==> config.mk <==
export PLATFORM = sky130hd
export DESIGN_NAME = ref_select_ctrl
export DESIGN_NICKNAME = d
export VERILOG_FILES = /design/src/rtl/refsel_pkg.sv /design/src/rtl/refsel_cfg.sv /design/src/rtl/refsel_hold_timer.sv /design/src/rtl/refsel_fsm.sv /design/src/rtl/refsel_edge.sv /design/src/rtl/ref_select_ctrl.sv
export SDC_FILE = /design/constraint.sdc
export NUM_CORES = 1
export LEC_CHECK = 0
export ABC_AREA = 1
export CAP_MARGIN = 30
export CORE_ASPECT_RATIO = 0.7
export CORE_MARGIN = 2
export CORE_UTILIZATION = 34
export DETAILED_ROUTE_END_ITERATION = 7
export SLEW_MARGIN = 20
export SYNTH_ARGS = -nofsm -noshare
export SYNTH_HDL_FRONTEND = slang
export SYNTH_HIERARCHICAL = 1
export SYNTH_SLANG_ARGS = --single-unit
==> constraint.sdc <==
create_clock -name clk -period 1.4 [get_ports clk]
set_input_delay 0.35 -clock clk [delete_from_list [all_inputs] [get_ports clk]]
set_output_delay 0.35 -clock clk [all_outputs]
set_load 0.02 [all_outputs]
==> src/rtl/refsel_pkg.sv <==
package refsel_pkg;

    typedef enum logic [1:0] {
        MODE_AUTO  = 2'b00,
        MODE_FPRI  = 2'b01,
        MODE_FSEC  = 2'b10,
        MODE_AUTO2 = 2'b11
    } fd_mode_t;

    typedef enum logic {
        REF_PRI = 1'b0,
        REF_SEC = 1'b1
    } ref_id_t;

    typedef struct packed {
        logic    found;
        ref_id_t which;
    } pick_t;

    function automatic logic is_forced(input fd_mode_t m);
        return (m == MODE_FPRI) || (m == MODE_FSEC);
    endfunction

    function automatic ref_id_t forced_ref(input fd_mode_t m);
        return (m == MODE_FSEC) ? REF_SEC : REF_PRI;
    endfunction

    function automatic logic ref_valid(input ref_id_t r, input logic p_ok, input logic s_ok);
        return (r == REF_SEC) ? s_ok : p_ok;
    endfunction

    function automatic logic ref_allowed(input fd_mode_t m, input ref_id_t r);
        return !is_forced(m) || (forced_ref(m) == r);
    endfunction

    function automatic ref_id_t other_ref(input ref_id_t r);
        return (r == REF_SEC) ? REF_PRI : REF_SEC;
    endfunction

    // Reference the controller would like to track right now.
    function automatic pick_t pick_ref(input fd_mode_t m, input ref_id_t pref,
                                       input logic p_ok, input logic s_ok);
        pick_t res;
        res.found = 1'b0;
        res.which = REF_PRI;
        if (is_forced(m)) begin
            res.which = forced_ref(m);
            res.found = ref_valid(res.which, p_ok, s_ok);
        end else if (ref_valid(pref, p_ok, s_ok)) begin
            res.which = pref;
            res.found = 1'b1;
        end else if (ref_valid(other_ref(pref), p_ok, s_ok)) begin
            res.which = other_ref(pref);
            res.found = 1'b1;
        end
        return res;
    endfunction

endpackage

==> src/rtl/refsel_cfg.sv <==
module refsel_cfg
    import refsel_pkg::*;
(
    input  logic         clk,
    input  logic         rst,
    input  logic [1:0]   mode_in,
    input  logic         pref_in,
    output fd_mode_t     mode_q,
    output ref_id_t      pref_q
);
    always_ff @(posedge clk) begin
        if (rst) begin
            mode_q <= MODE_AUTO;
            pref_q <= REF_PRI;
        end else begin
            mode_q <= fd_mode_t'(mode_in);
            pref_q <= ref_id_t'(pref_in);
        end
    end
endmodule

==> src/rtl/refsel_hold_timer.sv <==
module refsel_hold_timer #(
    parameter int unsigned HOLD_MIN = 1024
) (
    input  logic clk,
    input  logic rst,
    input  logic in_hold,
    output logic expired
);
    localparam int unsigned CW = $clog2(HOLD_MIN + 1) + 1;
    localparam logic [CW-1:0] LIMIT = CW'(HOLD_MIN - 1);

    logic [CW-1:0] cnt;

    assign expired = (cnt >= LIMIT);

    always_ff @(posedge clk) begin
        if (rst || !in_hold) begin
            cnt <= '0;
        end else if (!expired) begin
            cnt <= cnt + 1'b1;
        end
    end
endmodule

==> src/rtl/refsel_fsm.sv <==
module refsel_fsm
    import refsel_pkg::*;
(
    input  logic     clk,
    input  logic     rst,
    input  logic     pri_ok,
    input  logic     sec_ok,
    input  fd_mode_t mode_q,
    input  ref_id_t  pref_q,
    input  logic     expired,
    output ref_id_t  sel_q,
    output logic     hold_q,
    output logic     pulse_q
);
    pick_t   want;
    logic    cur_ok;
    logic    cur_allowed;
    ref_id_t sel_d;
    logic    hold_d;

    always_comb begin
        want        = pick_ref(mode_q, pref_q, pri_ok, sec_ok);
        cur_ok      = ref_valid(sel_q, pri_ok, sec_ok);
        cur_allowed = ref_allowed(mode_q, sel_q);
        sel_d       = sel_q;
        hold_d      = hold_q;
        if (!hold_q) begin
            if (!cur_ok || !cur_allowed) begin
                hold_d = 1'b1;
            end else if (want.found && want.which != sel_q) begin
                sel_d = want.which;
            end
        end else if (want.found) begin
            if (want.which == sel_q) begin
                hold_d = 1'b0;
            end else if (expired) begin
                hold_d = 1'b0;
                sel_d  = want.which;
            end
        end
    end

    always_ff @(posedge clk) begin
        if (rst) begin
            sel_q   <= REF_PRI;
            hold_q  <= 1'b1;
            pulse_q <= 1'b0;
        end else begin
            sel_q   <= sel_d;
            hold_q  <= hold_d;
            pulse_q <= (sel_d != sel_q) || (hold_q && !hold_d);
        end
    end

    // both references invalid forces holdover at the next edge
    a_r6_both_lost_hold: assert property (@(posedge clk) disable iff (rst)
        (!pri_ok && !sec_ok) |=> hold_q);

    // forced primary never tracks the secondary
    a_r7_forced_pri_only: assert property (@(posedge clk) disable iff (rst)
        (mode_q == MODE_FPRI) |=> (hold_q || sel_q == REF_PRI));

    // forced secondary never tracks the primary
    a_r7_forced_sec_only: assert property (@(posedge clk) disable iff (rst)
        (mode_q == MODE_FSEC) |=> (hold_q || sel_q == REF_SEC));

    // loss of the tracked reference enters holdover without a switch
    a_r4_loss_to_hold: assert property (@(posedge clk) disable iff (rst)
        (!hold_q && !ref_valid(sel_q, pri_ok, sec_ok)) |=> (hold_q && $stable(sel_q)));

    // a switch out of holdover only after the minimum hold time
    a_r5_min_hold: assert property (@(posedge clk) disable iff (rst)
        ($fell(hold_q) && sel_q != $past(sel_q)) |-> $past(expired));

    // switch event marks exactly a selection change or holdover exit
    a_r8_pulse_match: assert property (@(posedge clk) disable iff (rst)
        pulse_q == ((sel_q != $past(sel_q)) || $fell(hold_q)));

    // automatic mode returns to a valid preferred reference
    a_r3_revert: assert property (@(posedge clk) disable iff (rst)
        (!is_forced(mode_q) && !hold_q && sel_q != pref_q
         && ref_valid(sel_q, pri_ok, sec_ok) && ref_valid(pref_q, pri_ok, sec_ok))
        |=> (sel_q == $past(pref_q) && !hold_q));
endmodule

==> src/rtl/refsel_edge.sv <==
module refsel_edge (
    input  logic clk,
    input  logic rst,
    input  logic req,
    output logic pulse
);
    logic req_d;

    always_ff @(posedge clk) begin
        if (rst) begin
            req_d <= 1'b0;
            pulse <= 1'b0;
        end else begin
            req_d <= req;
            pulse <= req && !req_d;
        end
    end

    // the realign event never lasts two cycles
    a_r9_single_pulse: assert property (@(posedge clk) disable iff (rst)
        pulse |=> !pulse);
endmodule

==> src/rtl/ref_select_ctrl.sv <==
module ref_select_ctrl
    import refsel_pkg::*;
#(
    parameter int unsigned HOLD_MIN = 1024
) (
    input  logic       clk,
    input  logic       rst,
    input  logic       pri_ok,
    input  logic       sec_ok,
    input  logic [1:0] mode,
    input  logic       prefer_sec,
    input  logic       realign_req,
    output logic       sel_ref,
    output logic       holdover,
    output logic       switch_pulse,
    output logic       realign_pulse
);
    fd_mode_t mode_q;
    ref_id_t  pref_q;
    ref_id_t  sel_q;
    logic     hold_q;
    logic     expired;

    refsel_cfg u_cfg (
        .clk     (clk),
        .rst     (rst),
        .mode_in (mode),
        .pref_in (prefer_sec),
        .mode_q  (mode_q),
        .pref_q  (pref_q)
    );

    refsel_hold_timer #(.HOLD_MIN(HOLD_MIN)) u_timer (
        .clk     (clk),
        .rst     (rst),
        .in_hold (hold_q),
        .expired (expired)
    );

    refsel_fsm u_fsm (
        .clk     (clk),
        .rst     (rst),
        .pri_ok  (pri_ok),
        .sec_ok  (sec_ok),
        .mode_q  (mode_q),
        .pref_q  (pref_q),
        .expired (expired),
        .sel_q   (sel_q),
        .hold_q  (hold_q),
        .pulse_q (switch_pulse)
    );

    refsel_edge u_realign (
        .clk   (clk),
        .rst   (rst),
        .req   (realign_req),
        .pulse (realign_pulse)
    );

    assign sel_ref  = sel_q;
    assign holdover = hold_q;

    // reset leaves holdover requested on the primary
    a_r1_reset_state: assert property (@(posedge clk)
        rst |=> (holdover && !sel_ref && !switch_pulse && !realign_pulse));
endmodule

==> out/results.tsv <==
stage	metric	value	unit
status	status	finished, violations left	
status	failing checks	setup timing	
die	die area	3690	um^2
clock_network	Clock Tree Buf Depth	2	
critical_path	crit-path max FO	4	
yosys	Yosys top cell by area	dfxtp_1	
yosys	post-synthesis simple-gate area fraction	0.415	
route	final antenna-violating net count	0	
layout	post-layout instance area	1510	um^2
yosys	post-synth top area share	0.367	
min_path	worst hold path class	register to register	
die	Die Y	51.4	um
yosys	Synth Area in Adders	0.0229	
die	FP Rows	17	
sta	final hold vios	0	
yosys	most common library cells after synthesis	nand2_1 (39), nor2_1 (26), inv_1 (24)	
route	Vias	1091	
yosys	Post-Synth XOR/XNOR Area	0.0160	
layout	fillers	303	
critical_path	FF-to-FF path depth	13	
yosys	most area-consuming cells after synthesis	dfxtp_1 (37%), nand2_1 (13%), nor2_1 (8.9%), inv_1 (8.2%), nand3_1 (6.4%)	
clock_network	TritonCTS Buffers	3	
die	Ports	12	
yosys	fraction of synthesized area in multiplexers	0	
die	Initial Util	0.352	
route	initial DRC count	32	
global_routing	gr usage total	0.137	
yosys	sequential-to-total area share from yosys stat	0.367	
global_routing	initial antenna violation count	0	
pwr	VDD IR-drop max	0.473	mV
critical_path	R2R setup slack	-0.08	ns
route	WL final	2550	um
critical_path	CP arrival	1.65	ns
sta	Slew Limit Fails	0	
clock_network	CTS Hold Bufs	0	
global_routing	vias in the first global route	939	
yosys	Post-Synthesis Cells	166	
layout	Final nets	206	
yosys	ys async rst share	0	
placement	RePlAce Congestion	0.810	
critical_path	Critical Path End Type	register	
placement	Post-DP HPWL	1870	um
route	vias per inst	4.68	
yosys	cell with the most instances after synthesis	nand2_1	
die	Core Box Area	3110	um^2
clock_network	CTS root buf	clkbuf_8	
route	Pre-antenna DRT Iters	4	
yosys	ys flop type	dfxtp_1	
yosys	compound-gate portion of the synthesized area	0.0676	
sta	Setup Viol. Count Final	2	
sta	Final period util	1.06	
sta	fmax	0.673	GHz
yosys	#FFs+latches synth	20	
clock_network	CTS tree	built	
sta	min Tclk post-route	1.49	ns
critical_path	CP startpoint	pri_ok	
critical_path	CP endpoint	u_fsm/pulse_q	
pwr	Static Leak	0.701	nW
yosys	largest family of logic cells by synthesized area	simple AND/OR/NAND/NOR gates	
yosys	post-synth cell types	22	
yosys	Synth Warn #	6	
layout	share of cells above drive strength 1	0.282	
yosys	EDFF count, synth	0	
sta	fin worst setup slack	-0.0865	ns
clock_network	Sink Count	20	
sta	total negative setup slack	-0.106	ns
sta	worst slew pin tran	0.235	ns
sta	relative slew slack	0.843	
yosys	Post-Syn Area	1090	um^2
global_routing	GRT Residual Overflow	0	
placement	Post-DP Area	1360	um^2
critical_path	worst reg2reg path startpoint	u_cfg/mode_q[0]	
critical_path	Crit Reg-Reg Endpoint	u_fsm/pulse_q	
route	Remaining DRCs	0	
critical_path	critical path startpoint category	input port	
job	Max Cap Viol	0	
pwr	Pwr per Cell Area	909	nW/um^2
sta	Worst Skew	0.00149	ns
layout	diode count	0	
sta	RSZ-0062 raised after global routing	true	
critical_path	worst endpoint required time	1.57	ns
sta	Min Hold Slack	0.402	ns
global_routing	pin count of the biggest net entering global routing	12	
die	Die X	71.7	um
critical_path	crit path kind	input port to register	
global_routing	first-pass GRT wire length	3930	um
layout	Syn-to-layout area delta	38.3	%
route	per-cell routed wire length	10.9	um
yosys	syn nets	176	
yosys	Mean Syn Cell Area	6.58	um^2
clock_network	Skew-Pair Late Insertion Delay	0.26	ns
clock_network	clock-pin slew on the worst setup and hold paths	0.07	ns
placement	IO buf count	11	
clock_network	H-tree depth	1	
==> layout by cell type (no fill, tap or decap), types with 3 or more instances in the layout <==
| master | count |
|---|---|
| nand2_2 | 7 |
| nand3_1 | 10 |
| dfxtp_1 | 17 |
| nand3_2 | 6 |
| a21oi_1 | 8 |
| nand2_1 | 34 |
| buf_4 | 14 |
| dlygate4sd2_1 | 4 |
| nand4_1 | 4 |
| clkdlybuf4s50_1 | 7 |
| inv_1 | 23 |
| clkbuf_8 | 4 |
| nand2_4 | 6 |
| dfxtp_2 | 3 |
| inv_4 | 4 |
| nor2_1 | 25 |
| o21ai_0 | 3 |
==> where the power goes <==
group          internal, mW  switching (mW)
sequential            0.601          0.0166
combinational         0.133           0.178
clock                 0.250           0.194
==> per-stage QoR <==
step	cells	utilization	total power [mW]	worst slack, ns
2_1_floorplan	166	-	0.790	0.00284
3_3_place_gp	228	0.438	0.894	-0.190
3_5_place_dp	228	0.438	0.905	-0.250
4_1_cts	232	0.463	1.36	-0.0550
5_1_grt	233	0.486	1.45	-0.189
6_report	233	0.486	1.37	-0.0865
==> cells by family (layout without fill, tap and decap cells) <==
family,Yosys count,in the layout
XOR/XNOR,2,2
adder cells (fa/ha/maj),2,2
AO/OA/AOI/OAI,14,14
buffers and inverters,30,59
flip-flops,20,20
AND/OR/NAND/NOR,98,98
==> how the worst min path moves through the flow <==
stage / startpoint / endpoint / cells past startpoint
final: u_realign/req_d / u_realign/pulse / 1
after global routing: u_realign/req_d / u_realign/pulse / 1
after CTS: u_realign/req_d / u_realign/pulse / 1
after detailed placement: u_realign/req_d / u_realign/pulse / 1
after global placement: u_realign/req_d / u_realign/pulse / 1
after floorplan: u_realign/req_d / u_realign/pulse / 1
==> worst max-delay path: stages <==
cell	delay, ns
clkdlybuf4s50_1	0.58
nand2_1	0.10
nand2_2	0.09
nand2_4	0.07
nand3_1	0.10
nand3_2	0.10
nand3_2	0.08
nand3_2	0.08
nand2_1	0.06
inv_1	0.03
==> area by class of cell <==
class	count	area, um^2	area share
sequential	20	404	0.268
inverter	29	119	0.0787
tap	38	47.5	0.0315
multi-input combinational	116	663	0.439
timing repair buffer	26	221	0.147
clock buffer	4	55.1	0.0365
==> sequential cells by signal, summed over array words and instances, names as in the netlist <==
name and count:
u_cfg/mode_q 2, u_timer/cnt 12, u_fsm/sel_q 1, u_realign/req_d 1, u_realign/pulse 1, u_fsm/pulse_q 1
u_fsm/hold_q 1, u_cfg/pref_q 1
==> metal layers <==
layer / up-vias / GRT usage / part of all wire
met1: 496 / 0.164 / 0.47
met2: 17 / 0.238 / 0.48
met3: 2 / 0.0473 / 0.039
met5: - / 0 / 0
met4: 0 / 0.0283 / 0.0067
li1: 576 / - / -
==> timing repair <==
action | CTS | global route
pin swaps | 4 | 13
setup buffers | 0 | 1
cloned | 0 | 0
endpoints found under the setup margin | 7 | 10
resized for setup | 11 | 19
(Power assumes the default switching activity.)
